**src/rtl/spi_route_pkg.sv**
```systemverilog
package spi_route_pkg;
  localparam logic [1:0] ROUTE_OFF    = 2'b00;
  localparam logic [1:0] ROUTE_PORT   = 2'b01;
  localparam logic [1:0] ROUTE_PERIPH = 2'b10;

  typedef struct packed {
    logic load;   // capture bus byte into shift register
    logic rise;   // SCK rising: sample MISO
    logic fall;   // SCK falling: shift
  } strobe_t;
endpackage

```
**src/rtl/spi_route_ctrl.sv**
```systemverilog
module spi_route_ctrl
  import spi_route_pkg::*;
#(
  parameter int ADDR_W = 8,
  parameter logic [ADDR_W-1:0] DATA_ADDR = 8'hB2,
  parameter logic [ADDR_W-1:0] CTRL_ADDR = 8'hB3,
  parameter logic [ADDR_W-1:0] DIV_ADDR  = 8'hB4,
  parameter int DATA_W  = 8,
  parameter int DIV_W   = 4,
  parameter int MAX_EXP = 6
) (
  input  logic              clk,
  input  logic              rstN,
  input  logic [ADDR_W-1:0] busAddr,
  input  logic              busWrEn,
  input  logic [7:0]        busWrData,
  output strobe_t           stb,
  output logic              sckOut,
  output logic              busy,
  output logic              done,
  output logic [1:0]        route,
  output logic [DIV_W-1:0]  divCode
);
  localparam int CNT_W = MAX_EXP;
  localparam int BIT_W = $clog2(DATA_W);
  localparam logic [BIT_W-1:0] LAST_BIT = BIT_W'(DATA_W - 1);

  function automatic logic [CNT_W-1:0] halfFor(input logic [DIV_W-1:0] code);
    int e;
    if (int'(code) <= 1) e = 1;
    else if (int'(code) > MAX_EXP) e = MAX_EXP;
    else e = int'(code);
    return CNT_W'(1) << (e - 1);
  endfunction

  logic [CNT_W-1:0] halfQ, cnt;
  logic [BIT_W-1:0] bitCnt;
  logic dataWr, routeActive, start, tick, lastFall;

  always_comb begin
    dataWr      = busWrEn && (busAddr == DATA_ADDR);
    routeActive = (route == ROUTE_PORT) || (route == ROUTE_PERIPH);
    start       = dataWr && !busy && routeActive;
    tick        = busy && (cnt == halfQ - CNT_W'(1));
    stb.load    = dataWr && !busy;
    stb.rise    = tick && !sckOut;
    stb.fall    = tick && sckOut;
    lastFall    = stb.fall && (bitCnt == LAST_BIT);
  end

  always_ff @(posedge clk or negedge rstN) begin
    if (!rstN) begin
      route   <= ROUTE_OFF;
      divCode <= '0;
      busy    <= 1'b0;
      done    <= 1'b0;
      sckOut  <= 1'b0;
      halfQ   <= CNT_W'(1);
      cnt     <= '0;
      bitCnt  <= '0;
    end else begin
      if (busWrEn && busAddr == CTRL_ADDR) route   <= busWrData[1:0];
      if (busWrEn && busAddr == DIV_ADDR)  divCode <= busWrData[DIV_W-1:0];

      if (dataWr && !busy) done <= 1'b0;
      else if (lastFall)   done <= 1'b1;

      if (start) begin
        busy   <= 1'b1;
        halfQ  <= halfFor(divCode);
        cnt    <= '0;
        bitCnt <= '0;
        sckOut <= 1'b0;
      end else if (busy) begin
        cnt <= tick ? '0 : cnt + CNT_W'(1);
        if (tick) sckOut <= !sckOut;
        if (stb.fall) bitCnt <= bitCnt + BIT_W'(1);
        if (lastFall) busy <= 1'b0;
      end
    end
  end
endmodule

```
**src/rtl/spi_route_dp.sv**
```systemverilog
module spi_route_dp
  import spi_route_pkg::*;
#(
  parameter int DATA_W = 8
) (
  input  logic              clk,
  input  logic              rstN,
  input  strobe_t           stb,
  input  logic [DATA_W-1:0] wrData,
  input  logic [1:0]        route,
  input  logic              sckIn,
  input  logic              portMiso,
  input  logic              perMiso,
  output logic [DATA_W-1:0] shiftQ,
  output logic              portSck,
  output logic              portMosi,
  output logic              perSck,
  output logic              perMosi
);
  logic rxBit, misoSel, mosiInt;

  assign mosiInt = shiftQ[DATA_W-1];

  always_comb begin
    portSck = 1'b0; portMosi = 1'b0;
    perSck  = 1'b0; perMosi  = 1'b0;
    misoSel = 1'b0;
    case (route)
      ROUTE_PORT: begin
        portSck = sckIn; portMosi = mosiInt; misoSel = portMiso;
      end
      ROUTE_PERIPH: begin
        perSck = sckIn; perMosi = mosiInt; misoSel = perMiso;
      end
      default: ;
    endcase
  end

  always_ff @(posedge clk or negedge rstN) begin
    if (!rstN) begin
      shiftQ <= '0;
      rxBit  <= 1'b0;
    end else begin
      if (stb.load) shiftQ <= wrData;
      else if (stb.fall) shiftQ <= {shiftQ[DATA_W-2:0], rxBit};
      if (stb.rise) rxBit <= misoSel;
    end
  end
endmodule

```
**src/rtl/spi_route_master.sv**
```systemverilog
module spi_route_master
  import spi_route_pkg::*;
#(
  parameter logic [7:0] DATA_ADDR = 8'hB2,
  parameter logic [7:0] CTRL_ADDR = 8'hB3,
  parameter logic [7:0] DIV_ADDR  = 8'hB4,
  parameter int DIV_W   = 4,
  parameter int MAX_EXP = 6
) (
  input  logic       clk,
  input  logic       rstN,
  input  logic [7:0] busAddr,
  input  logic       busWrEn,
  input  logic [7:0] busWrData,
  output logic [7:0] busRdData,
  output logic       portSck,
  output logic       portMosi,
  input  logic       portMiso,
  output logic       perSck,
  output logic       perMosi,
  input  logic       perMiso
);
  localparam int DATA_W = 8;

  strobe_t          stb;
  logic             sckInt, busy, done;
  logic [1:0]       route;
  logic [DIV_W-1:0] divCode;
  logic [DATA_W-1:0] shiftQ;

  spi_route_ctrl #(
    .ADDR_W(8), .DATA_ADDR(DATA_ADDR), .CTRL_ADDR(CTRL_ADDR), .DIV_ADDR(DIV_ADDR),
    .DATA_W(DATA_W), .DIV_W(DIV_W), .MAX_EXP(MAX_EXP)
  ) u_ctrl (
    .clk(clk), .rstN(rstN), .busAddr(busAddr), .busWrEn(busWrEn),
    .busWrData(busWrData), .stb(stb), .sckOut(sckInt), .busy(busy),
    .done(done), .route(route), .divCode(divCode)
  );

  spi_route_dp #(.DATA_W(DATA_W)) u_dp (
    .clk(clk), .rstN(rstN), .stb(stb), .wrData(busWrData), .route(route),
    .sckIn(sckInt), .portMiso(portMiso), .perMiso(perMiso), .shiftQ(shiftQ),
    .portSck(portSck), .portMosi(portMosi), .perSck(perSck), .perMosi(perMosi)
  );

  always_comb begin
    busRdData = '0;
    if (busAddr == DATA_ADDR)      busRdData = shiftQ;
    else if (busAddr == CTRL_ADDR) busRdData = {done, busy, 4'b0000, route};
    else if (busAddr == DIV_ADDR)  busRdData = 8'(divCode);
  end
endmodule

```
**config.mk**
```make
export PLATFORM = sky130hd
export DESIGN_NAME = spi_route_master
export DESIGN_NICKNAME = d
export VERILOG_FILES = /design/src/rtl/spi_route_pkg.sv /design/src/rtl/spi_route_ctrl.sv /design/src/rtl/spi_route_dp.sv /design/src/rtl/spi_route_master.sv
export SDC_FILE = /design/constraint.sdc
export NUM_CORES = 1
export LEC_CHECK = 0
export ABC_CLOCK_PERIOD_IN_PS = 2060
export CAP_MARGIN = 20
export CORE_ASPECT_RATIO = 1.4
export CORE_UTILIZATION = 45
export CTS_BUF_LIST = sky130_fd_sc_hd__clkbuf_4 sky130_fd_sc_hd__clkbuf_8 sky130_fd_sc_hd__clkbuf_16
export CTS_CLUSTER_DIAMETER = 120
export CTS_CLUSTER_SIZE = 16
export DETAILED_ROUTE_END_ITERATION = 8
export PLACE_DENSITY_LB_ADDON = 0.25
export SLEW_MARGIN = 20
export SYNTH_ARGS = -nofsm -noshare
export SYNTH_HDL_FRONTEND = slang
export SYNTH_HIERARCHICAL = 1
export SYNTH_SLANG_ARGS = --single-unit
```
**constraint.sdc**
```tcl
create_clock -name clk -period 2.06 [get_ports clk]
set_clock_uncertainty 0.05 [all_clocks]
set_input_delay 0.206 -clock clk [delete_from_list [all_inputs] [get_ports clk]]
set_output_delay 0.206 -clock clk [all_outputs]
set_load 0.02 [all_outputs]
```
==> Implementation_results.wiki, run 1 <==
{| class="wikitable"
! Metric !! Value
|-
| Wire length of the first global-routing pass || 8.07 mm
|-
| Leftover overflow at the end of global routing || 0
|-
| Starting Density || 48.0%
|-
| Post-route setup slack || -0.138 ns
|-
| Number of port buffers || 32
|-
| Top post-synthesis cells by count || sky130_fd_sc_hd__dfrtp_1 (32), sky130_fd_sc_hd__nand2_1 (19), sky130_fd_sc_hd__nor2_1 (14)
|-
| Category of cells accounting for the largest share of critical-path delay || simple AND/OR/NAND/NOR gates
|-
| Final Total Pwr || 1.82 mW
|-
| Iter 0 DRT Violations || 57
|-
| Number of antenna violations at the first check in global routing || 0
|-
| Post-Layout Cell Count || 338
|-
| CP Class || reg -> reg
|-
| Number of CTS-inserted buffers || 5
|-
| Syn Inst Count || 208
|-
| Multi-input combinational cell area || 0.00131 sq mm
|-
| Final critical-path required period || 2.20 ns
|-
| Final RePlAce weighted congestion || 0.841
|-
| Summed instance area of the synthesized netlist || 0.00207 sq mm
|-
| Y dimension of the die || 82.2 um
|-
| Remaining antenna violation count after routing || 0
|-
| Crit path cell chain || or2_1, or4b_4, a211oi_1, and2_4, and2b_1, nand2b_1, o22ai_1
|-
| Slowest cell on crit path || sky130_fd_sc_hd__or4b_4
|-
| Number of register bits inferred by synthesis || 33
|-
| Worst vdd rail ir drop || 0.400 mV
|-
| Site row count || 28
|-
| Avg Vias per Cell || 5.39
|-
| Deepest level of the CTS H-tree || 2
|-
| Top-level I/O count || 33
|-
| Worst r2r path cells || 7
|-
| Antenna cells || 0
|-
| Run status || complete, but fails checks
|-
| Final HPWL from detailed placement || 3.61 mm
|-
| Final routed DRC violation total || 0
|-
| Cell count after placement || 323
|-
| Area growth, synth to finish || 43.5%
|-
| Share of async-settable or async-resettable flops after synthesis || 100%
|-
| # Max-Cap Violations || 0
|-
| Clock tree from TritonCTS || yes
|-
| Largest net degree at the start of global routing || 34
|-
| Share of post-route cells with drive strength above 1 || 31.7%
|-
| Post-detailed-placement cell area || 0.00266 sq mm
|-
| Cell types with the largest area share after synthesis || sky130_fd_sc_hd__dfrtp_1 (39%), sky130_fd_sc_hd__mux2i_1 (5.8%), sky130_fd_sc_hd__ha_1 (4.8%), sky130_fd_sc_hd__nand2_1 (3.4%), sky130_fd_sc_hd__mux2_2 (3.3%)
|-
| Primary flip-flop cell chosen by synthesis mapping || sky130_fd_sc_hd__dfrtp_1
|-
| Area fraction of the dominant cell type after synthesis || 38.7%
|-
| Slack of the worst reg-to-reg path || -0.14 ns
|-
| Maximum clock path buffer count || 2
|-
| Combined global-route utilization of all metal layers || 22.6%
|-
| Number of clock sinks || 33
|-
| Detail-routed net length per standard cell || 16.0 um
|-
| Clk Tree Root Cell || sky130_fd_sc_hd__clkbuf_8
|-
| Sum Neg Setup Slack || -1.13 ns
|-
| Violations in the final reports || setup timing
|-
| Number of flops mapped to enable cells by yosys || 0
|-
| Vias in the first global route || 1829
|-
| Floorplan die area || 0.00488 sq mm
|-
| Detailed-route via count || 1821
|-
| Endpoint of the lowest-slack register-to-register path || u_dp/rxBit
|-
| Count of yosys warnings during synthesis || 6
|-
| Hold/Removal Path Class || in -> async
|-
| Fmax || 0.455 GHz
|-
| Total power per unit cell area || 612 mW/mm^2
|-
| Critical-path maximum fanout || 4
|-
| Syn nets || 237
|-
| Clock latency reported for the late side of the worst-skew pair || 0.29 ns
|-
| Launching element type of the critical path || register
|-
| Clock input transition at the sequential cells of the worst setup and hold paths || 0.07 ns
|-
| Layout Cell Area excl Fill || 0.00297 sq mm
|-
| Total count of max-transition violations in the final report || 0
|-
| RR Startpoint || u_ctrl/halfQ[1]
|-
| Horizontal die dimension || 59.3 um
|-
| Synthesized area per cell || 9.95 sq um
|-
| Critical path buffer and inverter count || 0
|-
| Crit path required time || 2.22 ns
|-
| Arrival @ worst endpoint || 2.36 ns
|-
| Static power due to leakage || 1.33 nW
|-
| Post-synth top area cell || sky130_fd_sc_hd__dfrtp_1
|-
| Hold Fails Final Rpt || 0
|-
| Largest stage delay on the critical path || 0.52 ns
|-
| Final nets || 306
|-
| Number of distinct library cell variants in the gate-level netlist after synthesis || 54
|-
| Sequential area share after synthesis || 40.0%
|-
| Final worst-path cycle share || 107%
|-
| Sequential cell area || 827 sq um
|-
| WL final || 5.41 mm
|-
| Final setup violation count || 16
|-
| First-pass DRT Iterations || 4
|-
| Setup repair after global routing missed its margin || yes
|-
| Most numerous cell in the Yosys netlist || sky130_fd_sc_hd__dfrtp_1
|-
| Critical Path Sink Type || register
|-
| Core Box Area || 0.00431 sq mm
|-
| Fill count || 342
|-
| Launching instance or port of the critical path || u_ctrl/halfQ[1]
|}
==> logic make-up (layout without fill, tap and decap cells) <==
family	after synthesis	count (layout)	synth area share (%)
AOI/OAI and AO/OA	34	34	12.2
buffers and inverters	15	85	3.99
muxes	19	19	9.79
adders and majority gates	8	8	4.84
DFF	33	33	40.0
other	2	2	0.363
and+or+nand+nor	85	85	23.8
xor gates and xnor gates	12	12	5.08
==> worst register-to-register path: stages (launching register included) <==
cell                       delay (ns)
sky130_fd_sc_hd__dfrtp_1         0.39
sky130_fd_sc_hd__or2_1           0.27
sky130_fd_sc_hd__or4b_4          0.52
sky130_fd_sc_hd__a211oi_1        0.34
sky130_fd_sc_hd__and2_4          0.25
sky130_fd_sc_hd__and2b_1         0.15
sky130_fd_sc_hd__nand2b_1        0.06
sky130_fd_sc_hd__o22ai_1         0.11
==> cell type report <==
cell class / instances / share of cell area, %
multi-input cells: 160 / 44.0
clock buffers: 7 / 3.03
flip-flops and latches: 33 / 27.8
inverters: 8 / 1.18
repair inverters: 1 / 0.211
well taps: 60 / 2.53
clock inverters: 1 / 1.01
repair buffers: 68 / 20.2
==> per-stage QoR <==
step	utilization, %	hold WS [ns]	setup slack (ns)
after global routing	68.9	0.319	-0.177
after detailed placement	61.7	0.438	-0.209
after CTS	65.7	0.280	-0.0893
final	68.9	0.264	-0.138
after global placement	61.7	0.419	-0.146
after floorplan	-	-0.140	-0.108
==> placed cells by master (no fill, tap or decap), types with 6 or more instances in the layout <==
cell type | synthesis | final
sky130_fd_sc_hd__and2_1 | 7 | 6
sky130_fd_sc_hd__buf_4 | 1 | 33
sky130_fd_sc_hd__clkbuf_8 | 0 | 6
sky130_fd_sc_hd__clkdlybuf4s50_1 | 0 | 19
sky130_fd_sc_hd__dfrtp_1 | 32 | 32
sky130_fd_sc_hd__dlygate4sd2_1 | 0 | 9
sky130_fd_sc_hd__ha_1 | 8 | 6
sky130_fd_sc_hd__mux2_2 | 6 | 6
sky130_fd_sc_hd__mux2i_1 | 12 | 12
sky130_fd_sc_hd__nand2_1 | 19 | 19
sky130_fd_sc_hd__nor2_1 | 14 | 14
sky130_fd_sc_hd__o21ai_1 | 12 | 11
sky130_fd_sc_hd__xnor2_1 | 7 | 6
==> power by group <==
group	switching, mW	internal, mW	leakage [nW]
registers	0.0539	0.693	0.372
clock network	0.235	0.407	0.0619
logic	0.197	0.233	0.896
==> timing repair <==
item	CTS	global route
pin swaps	3	11
setup buffers	4	5
gates resized for setup	16	27
setup endpoints to repair	21	29
hold buffers	0	0
cloned	1	0
==> layer usage <==
layer	wire length, um	vias to the layer above	GRT usage [%]
met5	0	-	0
met4	119	0	11.7
met3	164	14	4.05
met2	3020	45	42.4
met1	2100	878	23.5
li1	-	884	-
==> flip-flops by register name, indices dropped and copies added, names as in the netlist <==
name and cells:
u_dp/shiftQ 8, u_ctrl/cnt 6, u_ctrl/halfQ 6, u_ctrl/divCode 4, u_ctrl/bitCnt 3, u_ctrl/route 2
u_ctrl/busy 1, u_ctrl/done 1, u_ctrl/sckOut 1, u_dp/rxBit 1
==> worst max path at each step <==
stage | slack, ns | to | cells past startpoint
after global placement | -0.15 | busRdData[1] | 5
after floorplan | -0.11 | u_dp/shiftQ[1] | 10
after detailed placement | -0.21 | u_dp/shiftQ[5] | 9
after CTS | -0.09 | u_dp/shiftQ[5] | 9
after global routing | -0.18 | u_dp/rxBit | 7
final | -0.14 | u_dp/rxBit | 7
No activity file was read; power rests on OpenSTA's default activity.
==> run 2: changes to the inputs <==
Settings changed: CORE_UTILIZATION 45 to 30.
==> Implementation_results.wiki, run 2 (synthesis gave the netlist of run 1 again) <==
{| class="wikitable"
! Metric !! Value
|-
| Number of clock sinks || 33 (unchanged)
|-
| Antenna cells || 0 (unchanged)
|-
| Number of CTS-inserted buffers || 5 (unchanged)
|-
| Final critical-path required period || 2.14 ns (-0.0527 ns)
|-
| Wire length of the first global-routing pass || 8.75 mm (+8.5%)
|-
| Final setup violation count || 10 (-6)
|-
| Net switching power || 0.492 mW (+1.2%)
|-
| Worst vdd rail ir drop || 0.286 mV (-28%)
|-
| Cell count after placement || 364 (+13%)
|-
| Final RePlAce weighted congestion || 0.796 (-5.3%)
|-
| Post-Layout Cell Count || 380 (+12%)
|-
| Maximum clock path buffer count || 2 (unchanged)
|-
| Leading cell types in the layout, fill and taps excluded || sky130_fd_sc_hd__buf_4 (41), sky130_fd_sc_hd__dfrtp_1 (32), sky130_fd_sc_hd__clkdlybuf4s50_1 (20)
|-
| # Max-Cap Violations || 0 (unchanged)
|-
| Final nets || 316 (+3.3%)
|-
| Post-detailed-placement cell area || 0.00277 sq mm (+4.0%)
|-
| Number of port buffers || 32 (unchanged)
|-
| Violations in the final reports || setup timing
|-
| Deepest level of the CTS H-tree || 2 (unchanged)
|-
| Top-level I/O count || 33 (unchanged)
|-
| Total power per unit cell area || 551 mW/mm^2 (-10%)
|-
| Category of cells accounting for the largest share of critical-path delay || simple AND/OR/NAND/NOR gates
|-
| Largest stage delay on the critical path || 0.51 ns (about the same)
|-
| Detailed-route via count || 1799 (-1.2%)
|-
| Cell-internal power || 1.21 mW (-9.6%)
|-
| Hold Fails Final Rpt || 0 (unchanged)
|-
| Hold slack || 0.269 ns (+0.00460 ns)
|-
| Static power due to leakage || 1.37 nW (+2.9%)
|-
| Arrival @ worst endpoint || 2.28 ns (-0.08 ns)
|-
| Post-route setup slack || -0.0849 ns (+0.0527 ns)
|-
| Most flops, register || u_dp/shiftQ
|-
| Number of flip-flops in the largest register || 8 (unchanged)
|-
| Site row count || 35 (+25%)
|-
| Logic gate share of total power || 26.4% (+2.8 points)
|-
| Clock tree from TritonCTS || yes
|-
| Share of total power in sequential cells || 44.1% (+3.0 points)
|-
| Largest net degree at the start of global routing || 34 (unchanged)
|-
| Floorplan die area || 0.00724 sq mm (+48%)
|-
| WL final || 5.33 mm (-1.4%)
|-
| Total count of max-transition violations in the final report || 0 (unchanged)
|-
| Setup repair after global routing missed its margin || yes
|-
| Crit path cell chain || or2_1, or4b_4, a211oi_4, nand2_4, inv_6, mux2i_1, o21ai_1
|-
| Area growth, synth to finish || 48.9%
|-
| Combined global-route utilization of all metal layers || 15.9% (-6.7 points)
|-
| First-pass DRT Iterations || 4 (unchanged)
|-
| Layout Cell Area excl Fill || 0.00308 sq mm (+3.7%)
|-
| Sw frac || 29.0% (+2.3 points)
|-
| Critical path buffer and inverter count || 1 (+1)
|-
| Metal2 WL || 2.93 mm (-3.1%)
|-
| Y dimension of the die || 100 um (+22%)
|-
| Final worst-path cycle share || 104% (-2.6 points)
|-
| Critical Path Sink Type || register
|-
| CP Class || reg -> reg
|-
| Detail-routed net length per standard cell || 14.0 um (-12%)
|-
| Metal3 WL || 218 um (+33%)
|-
| Avg Vias per Cell || 4.73 (-12%)
|-
| Share of post-route cells with drive strength above 1 || 34.4% (+2.7 points)
|-
| Iter 0 DRT Violations || 76 (+33%)
|-
| Horizontal die dimension || 72.2 um (+22%)
|-
| Core Box Area || 0.00661 sq mm (+53%)
|-
| Fmax || 0.466 GHz (+2.5%)
|-
| Fill count || 647 (+89%)
|-
| Final HPWL from detailed placement || 3.99 mm (+11%)
|-
| Regs by FF count || u_dp/shiftQ x8, u_ctrl/cnt x6, u_ctrl/halfQ x6
|-
| Remaining antenna violation count after routing || 0 (unchanged)
|-
| Critical-path maximum fanout || 5 (+1)
|-
| Clk Tree Root Cell || sky130_fd_sc_hd__clkbuf_8
|-
| Number of antenna violations at the first check in global routing || 0 (unchanged)
|-
| Leading cell type in the layout, fill and taps excluded || sky130_fd_sc_hd__buf_4
|-
| Hold/Removal Path Class || in -> async
|-
| Leftover overflow at the end of global routing || 0 (unchanged)
|-
| Part of the power in the clock network || 29.5% (-5.8 points)
|-
| Final routed DRC violation total || 0 (unchanged)
|-
| Clock input transition at the sequential cells of the worst setup and hold paths || 0.07 ns (about the same)
|-
| Starting Density || 31.3% (-17 points)
|-
| Setup WS pre-CTS || -0.199 ns (+0.0100 ns)
|-
| Vias in the first global route || 1890 (+3.3%)
|-
| Clock latency reported for the late side of the worst-skew pair || 0.29 ns (about the same)
|-
| Run status || complete, but fails checks
|-
| Max layer used || met4
|-
| Slowest cell on crit path || sky130_fd_sc_hd__or4b_4
|-
| Post-route met1 wirelength || 2.10 mm (-0.24%)
|-
| Launching element type of the critical path || register
|-
| Crit path required time || 2.19 ns (-0.03 ns)
|}
-- run 2: cell count changes in the layout (fill, tap and decap cells not counted), moves of 2 or more --
cell,previous run,this run
sky130_fd_sc_hd__buf_4,33,41
sky130_fd_sc_hd__dlygate4sd2_1,9,5
sky130_fd_sc_hd__buf_6,3,5
sky130_fd_sc_hd__clkdlybuf4s15_1,0,2
sky130_fd_sc_hd__nor2_1,14,12
sky130_fd_sc_hd__nor2_2,0,2
sky130_fd_sc_hd__nor2b_1,0,2
-- run 2: layout make-up --
class,instances,area (sq um),area share (%)
Sequential cell,33,827,26.8
Tap cell,92,115,3.74
Timing Repair inverter,1,6.26,0.203
Inverter,8,35.0,1.14
Clock inverter,1,5.00,0.162
Clock buffer,7,83.8,2.72
Multi-Input combinational cell,160,1330,43.0
Timing Repair Buffer,78,683,22.2
-- run 2: timing repair --
item	4_1_cts	5_1_grt
gates cloned	1	0
resized for setup	13	38
setup buffers	2	5
pin swaps	1	7
endpoints found under the setup margin	17	33
hold buffers	0	0
-- run 2: final timing paths --
check	start	to	slack [ns]	depth (start not counted)
worst max-delay path	u_ctrl/halfQ[1]	u_dp/shiftQ[1]	-0.08	7
worst min-delay path	rstN	u_dp/shiftQ[7]	0.27	2
worst max register to register	u_ctrl/halfQ[1]	u_dp/shiftQ[1]	-0.08	7
worst min register to register	u_ctrl/bitCnt[0]	u_ctrl/bitCnt[0]	0.43	1
max in group asynchronous	rstN	u_ctrl/halfQ[0]	1.34	2
min in group clk	busWrData[4]	u_dp/shiftQ[4]	0.42	3
-- run 2: metal layers --
metal / up-vias / global-route usage, %
met3: 7 / 3.71
met2: 35 / 30.2
met4: 0 / 6.33
met1: 860 / 16.4
li1: 897 / -
met5: - / 0
-- run 2: power groups by stage --
stage	clock network, mW	logic [mW]	registers (mW)
floorplan	0	0.203	0.743
global placement	0	0.364	0.760
detailed placement	0	0.369	0.760
CTS	0.511	0.381	0.748
global route	0.543	0.489	0.756
finish	0.501	0.448	0.748
-- run 2: stage by stage --
stage / TNS (ns) / power (mW) / utilization, %
finish: -0.424 / 1.70 / 46.6
global route: -1.72 / 1.79 / 46.6
CTS: -0.552 / 1.64 / 43.6
detailed placement: -3.70 / 1.13 / 41.8
global placement: -3.24 / 1.12 / 41.8
floorplan: -0.826 / 0.946 / -
==> run 3: changes to the inputs <==
Settings changed: CORE_ASPECT_RATIO 1.4 to unset.
==> Implementation_results.wiki, run 3 (synthesis gave the netlist of run 1 again) <==
{| class="wikitable"
! Metric !! Value
|-
| Detailed-route via count || 1760 (-2.2%)
|-
| Number of CTS-inserted buffers || 5 (unchanged)
|-
| Critical Path Sink Type || register
|-
| Final RePlAce weighted congestion || 0.776 (-2.5%)
|-
| Deepest level of the CTS H-tree || 2 (unchanged)
|-
| Number of antenna violations at the first check in global routing || 0 (unchanged)
|-
| Metal2 WL || 2.26 mm (-23%)
|-
| Number of clock sinks || 33 (unchanged)
|-
| Setup repair after global routing missed its margin || yes
|-
| Crit path required time || 2.23 ns (+0.04 ns)
|-
| Leading cell type in the layout, fill and taps excluded || sky130_fd_sc_hd__buf_4
|-
| CP Class || reg -> reg
|-
| Antenna cells || 0 (unchanged)
|-
| Remaining antenna violation count after routing || 0 (unchanged)
|-
| Horizontal die dimension || 85.1 um (+18%)
|-
| Final routed DRC violation total || 0 (unchanged)
|-
| Floorplan die area || 0.00723 sq mm (about the same)
|-
| Maximum clock path buffer count || 2 (unchanged)
|-
| Arrival @ worst endpoint || 2.30 ns (+0.02 ns)
|-
| Hold/Removal Path Class || in -> async
|-
| Combined global-route utilization of all metal layers || 14.8% (-1.1 points)
|-
| WL final || 4.98 mm (-6.6%)
|-
| Final HPWL from detailed placement || 3.66 mm (-8.3%)
|-
| Largest stage delay on the critical path || 0.54 ns (+0.03 ns)
|-
| Final nets || 312 (-1.3%)
|-
| Clock latency reported for the late side of the worst-skew pair || 0.29 ns (about the same)
|-
| Final setup violation count || 10 (unchanged)
|-
| Total count of max-transition violations in the final report || 0 (unchanged)
|-
| Final worst-path cycle share || 104% (-0.28 points)
|-
| First-pass DRT Iterations || 4 (unchanged)
|-
| Core Box Area || 0.00649 sq mm (-1.8%)
|-
| Metal3 WL || 169 um (-22%)
|-
| Area growth, synth to finish || 46.4%
|-
| Fmax || 0.467 GHz (+0.27%)
|-
| Total power per unit cell area || 598 mW/mm^2 (+8.6%)
|-
| Worst vdd rail ir drop || 0.312 mV (+8.9%)
|-
| Launching element type of the critical path || register
|-
| Number of flip-flops in the largest register || 8 (unchanged)
|-
| Static power due to leakage || 1.31 nW (-4.3%)
|-
| Top-level I/O count || 33 (unchanged)
|-
| Post-Layout Cell Count || 361 (-5.0%)
|-
| Post-route met1 wirelength || 2.51 mm (+20%)
|-
| Detail-routed net length per standard cell || 13.8 um (-1.7%)
|-
| Clock input transition at the sequential cells of the worst setup and hold paths || 0.08 ns (about the same)
|-
| Site row count || 29 (-17%)
|-
| Clock tree from TritonCTS || yes
|-
| Number of port buffers || 32 (unchanged)
|-
| Run status || complete, but fails checks
|-
| Crit path cell chain || inv_2, ha_4, nor2b_4, or3_4, a31oi_4, buf_6, and2_4, and2b_1, nand2b_1, o22ai_1
|-
| Violations in the final reports || setup timing
|-
| Y dimension of the die || 85.1 um (-15%)
|-
| Most flops, register || u_dp/shiftQ
|-
| Hold Fails Final Rpt || 0 (unchanged)
|-
| Sum Neg Setup Slack || -0.438 ns (-0.0148 ns)
|-
| Avg Vias per Cell || 4.88 (+3.0%)
|-
| Slowest cell on crit path || sky130_fd_sc_hd__dfstp_2
|-
| Post-route setup slack || -0.0792 ns (+0.00568 ns)
|-
| Clk Tree Root Cell || sky130_fd_sc_hd__clkbuf_8
|-
| Critical-path maximum fanout || 6 (+1)
|-
| Cell count after placement || 347 (-4.7%)
|-
| Vias in the first global route || 1699 (-10%)
|-
| Setup WS pre-CTS || -0.210 ns (-0.0103 ns)
|-
| Max layer used || met4
|-
| Iter 0 DRT Violations || 60 (-21%)
|-
| Wire length of the first global-routing pass || 8.34 mm (-4.7%)
|-
| Final critical-path required period || 2.14 ns (-0.00568 ns)
|-
| Largest net degree at the start of global routing || 34 (unchanged)
|-
| Regs by FF count || u_dp/shiftQ x8, u_ctrl/cnt x6, u_ctrl/halfQ x6
|-
| # Max-Cap Violations || 0 (unchanged)
|-
| Hold-fix buffers, CTS || 0 (unchanged)
|-
| Share of post-route cells with drive strength above 1 || 33.5% (-0.92 points)
|-
| Starting Density || 31.9% (+0.57 points)
|-
| Leading cell types in the layout, fill and taps excluded || sky130_fd_sc_hd__buf_4 (38), sky130_fd_sc_hd__dfrtp_1 (32), sky130_fd_sc_hd__clkdlybuf4s50_1 (21)
|-
| Leftover overflow at the end of global routing || 0 (unchanged)
|}
## run 3: cell types whose count changed in the layout (fill, tap and decap cells not counted), sizes merged
cell and delta:
buf -4, clkdlybuf4s15 -2, dlygate4sd2 +2, dlymetal6s2s -2, bufinv +1, clkdlybuf4s50 +1, clkinv -1, clkinvlp +1
## run 3: routing by layer
metal,vias to the layer above,track usage (%)
met1,839,20.4
met2,30,23.0
met4,0,3.24
met3,2,4.09
met5,-,0
li1,889,-
## run 3: layout make-up
class / count / area [sq um]
Clock buffer: 6 / 82.6
Clock inverter: 2 / 37.5
Fill cell: 617 / 3460
Inverter: 8 / 35.0
Multi-Input combinational cell: 160 / 1310
Sequential cell: 33 / 827
Tap cell: 77 / 96.3
Timing Repair Buffer: 74 / 637
Timing Repair inverter: 1 / 6.26
## run 3: path summary, 6_finish.rpt
path	from	cells past startpoint	end	slack, ns
max	u_ctrl/halfQ[0]	10	u_dp/rxBit	-0.08
min	rstN	2	u_dp/shiftQ[7]	0.27
max reg2reg	u_ctrl/halfQ[0]	10	u_dp/rxBit	-0.08
min reg2reg	u_ctrl/bitCnt[0]	1	u_ctrl/bitCnt[0]	0.46
max in group asynchronous	rstN	2	u_ctrl/halfQ[0]	1.33
min in group clk	busWrData[5]	3	u_dp/shiftQ[5]	0.40
## run 3: where the power goes
group / total, mW / internal [mW] / switching [mW]
combinational: 0.420 / 0.233 / 0.187
sequential: 0.751 / 0.693 / 0.0588
clock: 0.641 / 0.393 / 0.248
total: 1.81 / 1.32 / 0.494
## run 3: worst max-delay path, delay by kind of cell (launching register included)
| kind | cells | cell delay, ns |
|---|---|---|
| adders and majority gates | 1 | 0.15 |
| and+or+nand+nor | 5 | 0.83 |
| DFF | 1 | 0.54 |
| AOI/OAI and AO/OA | 2 | 0.33 |
| buffers and inverters | 2 | 0.18 |
## run 3: per-stage QoR
step	power (mW)	utilization [%]	hold WS, ns	cell area (sq um)
finish	1.81	46.7	0.275	3030
floorplan	0.946	-	-0.140	2090
global placement	1.11	42.1	0.429	2730
detailed placement	1.12	42.1	0.441	2730
CTS	1.80	44.5	0.292	2890
global route	1.91	46.7	0.295	3030
## run 3: repair_timing
item | 4_1_cts | 5_1_grt
endpoints found under the setup margin | 19 | 30
buffers inserted | 2 | 5
endpoints found under the hold margin | 0 | 0
gates cloned | 1 | 0
pin swaps | 4 | 11
resized for setup | 16 | 32
